==> src/rtl/mbox_pkg.sv <==
// Package: shared constants, register selector type and address decoder
// for the doorbell mailbox. Assumes a fixed 10-bit byte address space.
package mbox_pkg;

    localparam int ADDR_W   = 10;
    localparam int MAX_CH   = 16;
    localparam int NPROC    = 2;
    localparam logic [ADDR_W-3:0] CFG_WORD = 8'hFC;  // byte 0x3F0
    localparam logic [ADDR_W-3:0] VER_WORD = 8'hFD;  // byte 0x3F4

    typedef enum logic [1:0] {
        REG_ENABLE = 2'd0,
        REG_MASK   = 2'd1,
        REG_SETCLR = 2'd2,
        REG_STATUS = 2'd3
    } bank_reg_e;

    typedef struct packed {
        logic      hit;   // address falls in a processor bank
        logic      bank;  // which processor bank
        bank_reg_e sel;   // register within the bank
        logic      cfg;   // shared channel-count word
        logic      ver;   // shared revision word
    } addr_dec_t;

    // Decode one byte address into bank, register and shared-word hits.
    function automatic addr_dec_t decode_addr(input logic [ADDR_W-1:0] a);
        addr_dec_t d;
        d      = '0;
        d.cfg  = (a[ADDR_W-1:2] == CFG_WORD) && (a[1:0] == 2'b00);
        d.ver  = (a[ADDR_W-1:2] == VER_WORD) && (a[1:0] == 2'b00);
        if ((a[ADDR_W-1:5] == '0) && (a[1:0] == 2'b00)) begin
            d.hit  = 1'b1;
            d.bank = a[4];
            d.sel  = bank_reg_e'(a[3:2]);
        end
        return d;
    endfunction

endpackage

==> src/rtl/mbox_bank_regs.sv <==
// Module: one processor's enable bits and channel masks.
// Assumes the write strobes are already decoded for this bank; when both
// ports hit the same register in one cycle, port 1 is applied last and wins.
module mbox_bank_regs #(
    parameter int NUM_CH = 16
) (
    input  logic                        clk,
    input  logic                        rst_n,
    input  logic [1:0]                  wr_enable,
    input  logic [1:0]                  wr_mask,
    input  logic [1:0][31:0]            wdata,
    output logic                        rx_en,
    output logic                        tx_en,
    output logic [NUM_CH-1:0]           rx_mask,
    output logic [NUM_CH-1:0]           tx_mask
);

    logic unused_wdata;
    assign unused_wdata = ^wdata;

    // Store enables and masks; masks come up fully set.
    always_ff @(posedge clk) begin
        if (!rst_n) begin
            rx_en   <= 1'b0;
            tx_en   <= 1'b0;
            rx_mask <= '1;
            tx_mask <= '1;
        end else begin
            for (int i = 0; i < 2; i++) begin
                if (wr_enable[i]) begin
                    rx_en <= wdata[i][0];
                    tx_en <= wdata[i][16];
                end
                if (wr_mask[i]) begin
                    rx_mask <= wdata[i][NUM_CH-1:0];
                    tx_mask <= wdata[i][16 +: NUM_CH];
                end
            end
        end
    end

endmodule

==> src/rtl/mbox_occ_flags.sv <==
// Module: occupied flags of both processors.
// A set/clear write to bank p sets p's flags from the upper half and clears
// the other processor's flags from the lower half. Clears from both ports are
// merged, sets from both ports are merged, and a set beats a clear.
module mbox_occ_flags #(
    parameter int NUM_CH = 16
) (
    input  logic                        clk,
    input  logic                        rst_n,
    input  logic [1:0]                  wr_setclr,
    input  logic [1:0]                  wr_bank,
    input  logic [1:0][31:0]            wdata,
    output logic [1:0][NUM_CH-1:0]      occ
);

    logic [1:0][NUM_CH-1:0] set_v;
    logic [1:0][NUM_CH-1:0] clr_v;
    logic                   unused_wdata;

    assign unused_wdata = ^wdata;

    // Gather set and clear requests per processor from both ports.
    always_comb begin
        set_v = '0;
        clr_v = '0;
        for (int i = 0; i < 2; i++) begin
            if (wr_setclr[i]) begin
                set_v[wr_bank[i]]         = set_v[wr_bank[i]] | wdata[i][16 +: NUM_CH];
                clr_v[wr_bank[i] ^ 1'b1]  = clr_v[wr_bank[i] ^ 1'b1] | wdata[i][NUM_CH-1:0];
            end
        end
    end

    for (genvar p = 0; p < 2; p++) begin : g_proc
        // Update one processor's flags, set taking priority.
        always_ff @(posedge clk) begin
            if (!rst_n) occ[p] <= '0;
            else        occ[p] <= (occ[p] & ~clr_v[p]) | set_v[p];
        end
    end

endmodule

==> src/rtl/mbox_irq_gen.sv <==
// Module: registered receive and transmit interrupts for one processor.
// Assumes the peer's and own flags plus this processor's masks as inputs.
module mbox_irq_gen #(
    parameter int NUM_CH = 16
) (
    input  logic               clk,
    input  logic               rst_n,
    input  logic               rx_en,
    input  logic               tx_en,
    input  logic [NUM_CH-1:0]  rx_mask,
    input  logic [NUM_CH-1:0]  tx_mask,
    input  logic [NUM_CH-1:0]  peer_occ,
    input  logic [NUM_CH-1:0]  own_occ,
    output logic               irq_rx,
    output logic               irq_tx
);

    logic rx_pending;
    logic tx_pending;

    // Find any unmasked occupied peer channel and any unmasked free own channel.
    always_comb begin
        rx_pending = |(peer_occ & ~rx_mask);
        tx_pending = |(~own_occ & ~tx_mask);
    end

    // Register the gated interrupt levels.
    always_ff @(posedge clk) begin
        if (!rst_n) begin
            irq_rx <= 1'b0;
            irq_tx <= 1'b0;
        end else begin
            irq_rx <= rx_en & rx_pending;
            irq_tx <= tx_en & tx_pending;
        end
    end

endmodule

==> src/rtl/mbox_read_mux.sv <==
// Module: read data selection for one port. Purely combinational; reads have
// no side effects. Unconfigured channel bits are zero-extended away.
module mbox_read_mux #(
    parameter int NUM_CH    = 16,
    parameter int VER_MAJOR = 1,
    parameter int VER_MINOR = 2
) (
    input  mbox_pkg::addr_dec_t         dec,
    input  logic [1:0]                  rx_en,
    input  logic [1:0]                  tx_en,
    input  logic [1:0][NUM_CH-1:0]      rx_mask,
    input  logic [1:0][NUM_CH-1:0]      tx_mask,
    input  logic [1:0][NUM_CH-1:0]      occ,
    output logic [31:0]                 rdata
);
    import mbox_pkg::*;

    // Select the addressed word.
    always_comb begin
        rdata = '0;
        if (dec.cfg) begin
            rdata[7:0] = 8'(NUM_CH);
        end else if (dec.ver) begin
            rdata[7:0] = {4'(VER_MAJOR), 4'(VER_MINOR)};
        end else if (dec.hit) begin
            case (dec.sel)
                REG_ENABLE: begin
                    rdata[0]  = rx_en[dec.bank];
                    rdata[16] = tx_en[dec.bank];
                end
                REG_MASK:   rdata = {16'(tx_mask[dec.bank]), 16'(rx_mask[dec.bank])};
                REG_STATUS: rdata = {16'h0, 16'(occ[dec.bank])};
                default:    rdata = '0;
            endcase
        end
    end

endmodule

==> src/rtl/mbox_doorbell_ctrl.sv <==
// Module: top of the two-processor doorbell mailbox.
// Two register ports each reach the whole map; the addressed bank names the
// acting processor. Assumes 1 <= NUM_CH <= 16.
module mbox_doorbell_ctrl #(
    parameter int NUM_CH    = 16,
    parameter int VER_MAJOR = 1,
    parameter int VER_MINOR = 2
) (
    input  logic        clk,
    input  logic        rst_n,
    input  logic [9:0]  p0_addr,
    input  logic        p0_wr,
    input  logic [31:0] p0_wdata,
    output logic [31:0] p0_rdata,
    input  logic [9:0]  p1_addr,
    input  logic        p1_wr,
    input  logic [31:0] p1_wdata,
    output logic [31:0] p1_rdata,
    output logic [1:0]  irq_rx,
    output logic [1:0]  irq_tx
);
    import mbox_pkg::*;

    logic [1:0][ADDR_W-1:0]   addr_a;
    logic [1:0]               wr_a;
    logic [1:0][31:0]         wdata_a;
    logic [1:0][31:0]         rdata_a;
    addr_dec_t                dec [2];
    logic [1:0]               wr_hit;
    logic [1:0]               wr_scr;
    logic [1:0]               scr_bank;
    logic [1:0][1:0]          wr_enable;   // [bank][port]
    logic [1:0][1:0]          wr_mask;     // [bank][port]
    logic [1:0]               rx_en_q;
    logic [1:0]               tx_en_q;
    logic [1:0][NUM_CH-1:0]   rx_mask_q;
    logic [1:0][NUM_CH-1:0]   tx_mask_q;
    logic [1:0][NUM_CH-1:0]   occ_q;

    assign addr_a   = {p1_addr, p0_addr};
    assign wr_a     = {p1_wr, p0_wr};
    assign wdata_a  = {p1_wdata, p0_wdata};
    assign p0_rdata = rdata_a[0];
    assign p1_rdata = rdata_a[1];

    for (genvar i = 0; i < 2; i++) begin : g_port
        assign dec[i]      = decode_addr(addr_a[i]);
        assign wr_hit[i]   = wr_a[i] & dec[i].hit;
        assign wr_scr[i]   = wr_hit[i] && (dec[i].sel == REG_SETCLR);
        assign scr_bank[i] = dec[i].bank;

        mbox_read_mux #(
            .NUM_CH    (NUM_CH),
            .VER_MAJOR (VER_MAJOR),
            .VER_MINOR (VER_MINOR)
        ) u_rd (
            .dec     (dec[i]),
            .rx_en   (rx_en_q),
            .tx_en   (tx_en_q),
            .rx_mask (rx_mask_q),
            .tx_mask (tx_mask_q),
            .occ     (occ_q),
            .rdata   (rdata_a[i])
        );
    end

    // Route decoded enable and mask writes to the addressed bank.
    always_comb begin
        for (int p = 0; p < 2; p++) begin
            for (int i = 0; i < 2; i++) begin
                wr_enable[p][i] = wr_hit[i] && (dec[i].bank == 1'(p)) && (dec[i].sel == REG_ENABLE);
                wr_mask[p][i]   = wr_hit[i] && (dec[i].bank == 1'(p)) && (dec[i].sel == REG_MASK);
            end
        end
    end

    for (genvar p = 0; p < 2; p++) begin : g_bank
        mbox_bank_regs #(.NUM_CH(NUM_CH)) u_regs (
            .clk       (clk),
            .rst_n     (rst_n),
            .wr_enable (wr_enable[p]),
            .wr_mask   (wr_mask[p]),
            .wdata     (wdata_a),
            .rx_en     (rx_en_q[p]),
            .tx_en     (tx_en_q[p]),
            .rx_mask   (rx_mask_q[p]),
            .tx_mask   (tx_mask_q[p])
        );

        mbox_irq_gen #(.NUM_CH(NUM_CH)) u_irq (
            .clk      (clk),
            .rst_n    (rst_n),
            .rx_en    (rx_en_q[p]),
            .tx_en    (tx_en_q[p]),
            .rx_mask  (rx_mask_q[p]),
            .tx_mask  (tx_mask_q[p]),
            .peer_occ (occ_q[1-p]),
            .own_occ  (occ_q[p]),
            .irq_rx   (irq_rx[p]),
            .irq_tx   (irq_tx[p])
        );
    end

    mbox_occ_flags #(.NUM_CH(NUM_CH)) u_flags (
        .clk       (clk),
        .rst_n     (rst_n),
        .wr_setclr (wr_scr),
        .wr_bank   (scr_bank),
        .wdata     (wdata_a),
        .occ       (occ_q)
    );

endmodule

==> config.mk <==
export PLATFORM = sky130hd
export DESIGN_NAME = mbox_doorbell_ctrl
export DESIGN_NICKNAME = d
export VERILOG_FILES = /design/src/rtl/mbox_pkg.sv /design/src/rtl/mbox_bank_regs.sv /design/src/rtl/mbox_occ_flags.sv /design/src/rtl/mbox_irq_gen.sv /design/src/rtl/mbox_read_mux.sv /design/src/rtl/mbox_doorbell_ctrl.sv
export SDC_FILE = /design/constraint.sdc
export NUM_CORES = 1
export LEC_CHECK = 0
export ABC_AREA = 1
export CAP_MARGIN = 15
export CORE_MARGIN = 2
export CORE_UTILIZATION = 30
export CTS_CLUSTER_DIAMETER = 120
export CTS_CLUSTER_SIZE = 28
export DETAILED_ROUTE_END_ITERATION = 12
export DONT_BUFFER_PORTS = 1
export PLACE_DENSITY = 0.52
export SYNTH_ARGS = -nofsm -noshare
export SYNTH_HDL_FRONTEND = slang
export SYNTH_SLANG_ARGS = --single-unit
==> constraint.sdc <==
create_clock -name clk -period 5.1 [get_ports clk]
set_clock_uncertainty 0.1 [all_clocks]
set_input_delay 0.765 -clock clk [delete_from_list [all_inputs] [get_ports clk]]
set_output_delay 0.765 -clock clk [all_outputs]
set_load 0.02 [all_outputs]
==> results of run 1 <==
## sequential cells by signal, indices dropped and copies added, names as in the netlist
register and count:
g_bank.u_irq.irq_tx 2, u_flags.occ 32, g_bank.u_regs.tx_mask 32, g_bank.u_regs.rx_en 2, g_bank.u_regs.rx_mask 32, g_bank.u_regs.tx_en 2, g_bank.u_irq.irq_rx 2
## layer usage
layer  global-route usage (%)  share of wire, %  vias to the layer above
li1                         -                 -                     4378
met2                     36.8                41                      552
met1                     39.1                45                     4564
met5                        0                 0                        -
met4                     7.61               2.1                        0
met3                     6.70                12                       40
## through the flow
stage	total power (W)	instance area, um2	std cells
6_report	0.00159	8440	1569
5_1_grt	0.00163	8440	1569
4_1_cts	0.00159	8440	1569
3_5_place_dp	0.000902	8160	1553
3_3_place_gp	0.000901	8160	1553
2_1_floorplan	0.000891	7940	1294
## cells by family after synthesis
group / count (synthesis)
AOI/OAI and AO/OA: 397
DFF: 104
buffers and inverters: 240
and+or+nand+nor: 553
## layout make-up
class / instances / share of cell area (%)
Sequential cell: 104 / 24.7
Tap cell: 335 / 4.96
Inverter: 135 / 6.00
Clock inverter: 4 / 0.341
Multi-Input combinational cell: 950 / 58.3
Clock buffer: 12 / 3.04
Timing Repair Buffer: 29 / 2.73
## cell usage after synthesis, types with 3 or more instances
| cell type | n | area (um2) |
|---|---|---|
| a31oi_1 | 32 | 200 |
| nor3_1 | 37 | 185 |
| a221oi_1 | 6 | 52.6 |
| dfxtp_1 | 104 | 2080 |
| nand2_1 | 235 | 882 |
| inv_1 | 127 | 477 |
| nor2_1 | 127 | 477 |
| o21ai_1 | 15 | 75.1 |
| nand3b_1 | 15 | 113 |
| nor2_4 | 3 | 33.8 |
| inv_2 | 5 | 18.8 |
| buf_4 | 6 | 45.0 |
| o21ai_0 | 111 | 556 |
| o221ai_1 | 14 | 123 |
| o211ai_1 | 75 | 563 |
| a21oi_1 | 75 | 375 |
| buf_2 | 35 | 175 |
| nor4_1 | 3 | 18.8 |
| a211oi_1 | 28 | 210 |
| o22ai_1 | 30 | 188 |
| nand4_1 | 19 | 119 |
| clkinv_1 | 3 | 11.3 |
| nand2_2 | 3 | 18.8 |
| clkbuf_1 | 60 | 225 |
| nand3_1 | 103 | 515 |
## final timing paths
path / from / endpoint / cells after the start
hold / removal: rst_n / g_bank[1].u_regs.tx_mask[12] / 1
setup / recovery: p0_addr[1] / p0_rdata[4] / 7
hold reg to reg: g_bank[0].u_regs.tx_en / g_bank[0].u_irq.irq_tx / 2
setup reg to reg: u_flags.occ[23] / g_bank[1].u_irq.irq_tx / 3
## worst register-to-register path, cell delays in order (launching register included)
cell and delay, ns:
dfxtp_1 0.58, o22ai_1 0.14, nor4_1 0.29, a41oi_1 0.27
## power groups by stage
stage	registers (W)	clock network (W)	logic, W
CTS	0.000812	0.000706	0.0000710
floorplan	0.000831	0	0.0000598
global route	0.000812	0.000736	0.0000802
global placement	0.000831	0	0.0000699
detailed placement	0.000831	0	0.0000706
finish	0.000812	0.000702	0.0000720
==> results.cfg, run 1 <==
[outcome]
status = complete, no violations

[detailed_routing]
antenna_left = 0
vias = 9534
routed_wl_um = 37500
viasPerCell = 6.08
first_pass_iters = 6
drt_iter0_markers = 1521
routedWlPerCell_um = 23.9
drc = 0

[layout]
finalNetCount = 1317
drive_above_1_share_pct = 5.43
final_cell_mix = nand2_1 (234), inv_1 (127), nor2_1 (126)
final_common_cell = nand2_1
fillers = 2925
diodes = 0
syn2layout_area_growth_pct = 6.33
regArea_um2 = 2080
multi_input_area_um2 = 4920
final_core_util_pct = 32.4

[logic_synthesis]
synth-seq-cells = 104
synth-edff-count = 0
syn_area_um2 = 7940
synthMuxAreaShare_pct = 0
synthAdderAreaFrac_pct = 0
synth_top_family_by_area = simple AND/OR/NAND/NOR gates
synth_cell_types = 42
synth-compound-area-share_pct = 30.6
syn-instance-count = 1294
synth_fp_nets = 1382
synth_xor_area_share_pct = 0
postSynthAreaPerCell_um2 = 6.14
yosysSeqAreaShare_pct = 26.2
synth_async_sr_flop_share_pct = 0
synth_ff_type = dfxtp_1
yosysWarningCount = 0
synthSimpleGateAreaFrac_pct = 30.9

[cts]
clk_latency_ns = 0.36
cts_sinks = 104
cts-root-buf = clkbuf_16
clockBufferDepth = 2
cts-resized-gates = 0
h-tree-depth = 3
cts_tree = built
clk_pin_slew_worst_paths_ns = 0.08
postCtsSetupBuffers = 0
holdBufCountCts = 0
numCtsBuffers = 9

[power_and_ir_drop]
power_frac_seq_pct = 51.2
p_per_area_nw_per_um2 = 188
internal_power_w = 0.00119
combinationalPowerShare_pct = 4.5
p_sw_share_pct = 25.0
switching_power_w = 0.000397
leakagePower_nw = 3.47
ir_worst_vdd_v = 0.000144
clkPwrFrac_pct = 44.3

[global_route]
grt_overflow_total = 0
grt_usage_pct = 26.2
grt_max_degree = 107
grt_pass1_wl_um = 56600
grt_pass1_vias = 8637
antenna_found_initial = 0

[sta]
fin_setup_tns_ns = 0
layout_min_cycle_time_ns = 3.88
finalCritPeriodShare_pct = 76.2
slew_violations = 0
hold_viol = 0
rsz0062_at_grt = no
hold_ws_ns = 0.399
slew_headroom_pct = 22.2
setup_viol = 0
timing.fmax_ghz = 0.257
final.setup.worst_slack_ns = 1.22
worstMarginPinSlew_ns = 1.16

[placed_design]
gp_congestion = 0.938
numPortBuffers = 0
place_ws_ns = 1.30
dp_hpwl_um = 26400

[critical_path]
endpoint_kind = output pin
slowest_delay_ns = 0.92
cp.arrival_ns = 3.02
cp.buffers_inverters = 1
regToRegSetupSlack_ns = 3.54
critPathTopFamily = buffers and inverters
critPathSlowestCell = clkinv_1
path_cells = nor2_2 > nand2_1 > nor2_4 > nand2_8 > clkinv_1 > o21ai_0 > nand4_1
critical_path.max_fanout = 65
start_kind = input pin
critPathKind = in -> out
crit_required_ns = 4.24

[min_path]
hp-class = in -> reg

[die]
rows = 59
io-pin-count = 156
start_util_pct = 30.5
die_area_um2 = 27800
die_w_um = 167
coreArea_um2 = 26100
die_h_um = 167

[run]
cap_viol_max_count = 0
Power figures use the tool's default switching activity.
==> run 2, diff against run 1 <==
PLACE_DENSITY = 0.53   (was 0.52)
clock period = 3.1 ns   (was 5.1 ns; I/O delays follow)
==> results.cfg, run 2 (synthesis gave the netlist of run 1 again) <==
[die]
die_h_um = 167
coreArea_um2 = 26100
die_area_um2 = 27800
start_util_pct = 30.5
rows = 59
die_w_um = 167
io-pin-count = 156

[sta]
layout_min_cycle_time_ns = 2.70
final.setup.worst_slack_ns = 0.402
rsz0062_at_grt = no
finalCritPeriodShare_pct = 87.0
hold_viol = 0
setup_viol = 0
worstMarginPinSlew_ns = 0.974
fin_setup_tns_ns = 0
slew_violations = 0
slew_headroom_pct = 35.0
timing.fmax_ghz = 0.371

[cts]
numCtsBuffers = 9
postCtsSetupBuffers = 0
cts_sinks = 104
clockBufferDepth = 2
cts_tree = built
cts-root-buf = clkbuf_16
clk_pin_slew_worst_paths_ns = 0.08
cts-resized-gates = 0
holdBufCountCts = 0
clk_latency_ns = 0.36
h-tree-depth = 3

[detailed_routing]
vias = 9705
first_pass_iters = 5
routed_wl_um = 36900
drt_iter0_markers = 1243
viasPerCell = 6.00
antenna_left = 0
drc = 0
routedWlPerCell_um = 22.8

[power_and_ir_drop]
p_per_area_nw_per_um2 = 290
ir_worst_vdd_v = 0.000238
leakagePower_nw = 3.74

[layout]
drive_above_1_share_pct = 9.12
final_common_cell = nand2_1
final_cell_mix = nand2_1 (233), inv_1 (127), nor2_1 (126)
syn2layout_area_growth_pct = 11.1
finalNetCount = 1367
diodes = 0
layout_top_registers = g_bank.u_regs.rx_mask (32), g_bank.u_regs.tx_mask (32), u_flags.occ (32)

[min_path]
holdPathStages = 1
hp-class = in -> reg

[global_route]
grt_pass1_vias = 8764
grt_max_degree = 72
grt_overflow_total = 0
grt_pass1_wl_um = 56000
antenna_found_initial = 1
grt_usage_pct = 25.9

[placed_design]
place_ws_ns = 0.426
dp_hpwl_um = 26400
numPortBuffers = 0
gp_congestion = 0.909

[critical_path]
regToRegSetupSlack_ns = 1.48
worst_r2r_path_depth = 4
critical_path.max_fanout = 23
reg2reg_to = g_bank[1].u_irq.irq_rx
critPathKind = in -> out
endpoint = p0_rdata[31]
crit_required_ns = 2.53
crit_start = p0_addr[1]
start_kind = input pin
cp.arrival_ns = 2.13
r2r-start = u_flags.occ[9]
endpoint_kind = output pin

[outcome]
status = complete, no violations

[run]
cap_viol_max_count = 0
## run 2: per-stage QoR
stage / hold slack [ns] / area [um2] / utilization [%] / power (W) / cells
2_1_floorplan: 0.335 / 7940 / - / 0.00147 / 1294
3_3_place_gp: 0.405 / 8560 / 32.8 / 0.00149 / 1603
3_5_place_dp: 0.416 / 8560 / 32.8 / 0.00149 / 1603
4_1_cts: 0.0892 / 8820 / 33.9 / 0.00256 / 1618
5_1_grt: 0.0900 / 8820 / 33.9 / 0.00263 / 1618
6_report: 0.102 / 8820 / 33.9 / 0.00255 / 1618
## run 2: worst min-delay path by stage
| stage | start | endpoint | slack [ns] |
|---|---|---|---|
| CTS | rst_n | g_bank[1].u_regs.tx_mask[13] | 0.09 |
| floorplan | g_bank[1].u_regs.tx_en | g_bank[1].u_irq.irq_tx | 0.34 |
| detailed placement | g_bank[1].u_regs.rx_mask[0] | g_bank[1].u_regs.rx_mask[0] | 0.42 |
| finish | rst_n | g_bank[1].u_regs.tx_mask[13] | 0.10 |
| global placement | g_bank[0].u_regs.tx_en | g_bank[0].u_irq.irq_tx | 0.41 |
| global route | rst_n | g_bank[1].u_regs.tx_mask[11] | 0.09 |
## run 2: final cells by class
class                      count  area (um2)
multi-input combinational    950        4910
timing repair buffer          79         643
fill                        2888       17200
sequential                   104        2080
clock inverter                 5        35.0
inverter                     135         507
tap                          335         419
clock buffer                  10         229
## run 2: report_power, final
group / internal (W) / total (W) / switching [W]
Clock: 0.000543 / 0.00110 / 0.000554
Sequential: 0.00133 / 0.00134 / 0.000000851
Combinational: 0.0000331 / 0.000122 / 0.0000885
Total: 0.00191 / 0.00255 / 0.000643
## run 2: routing by layer
layer  wire, um  up-vias  part of all wire [%]  global-route usage, %
li1           -     4477                     -                      -
met1      16400     4567                    44                   38.1
met2      15200      593                    41                   36.4
met3       4250       66                    12                   6.44
met4       1060        2                   2.9                   8.70
met5         12        -                 0.033                      0
## run 2: critical path, cell delays in order
cell and delay, ns:
nor2_2 0.12, nand2_1 0.10, nor2_4 0.14, inv_1 0.07
nor2_1 0.12, inv_1 0.42, a21oi_1 0.69
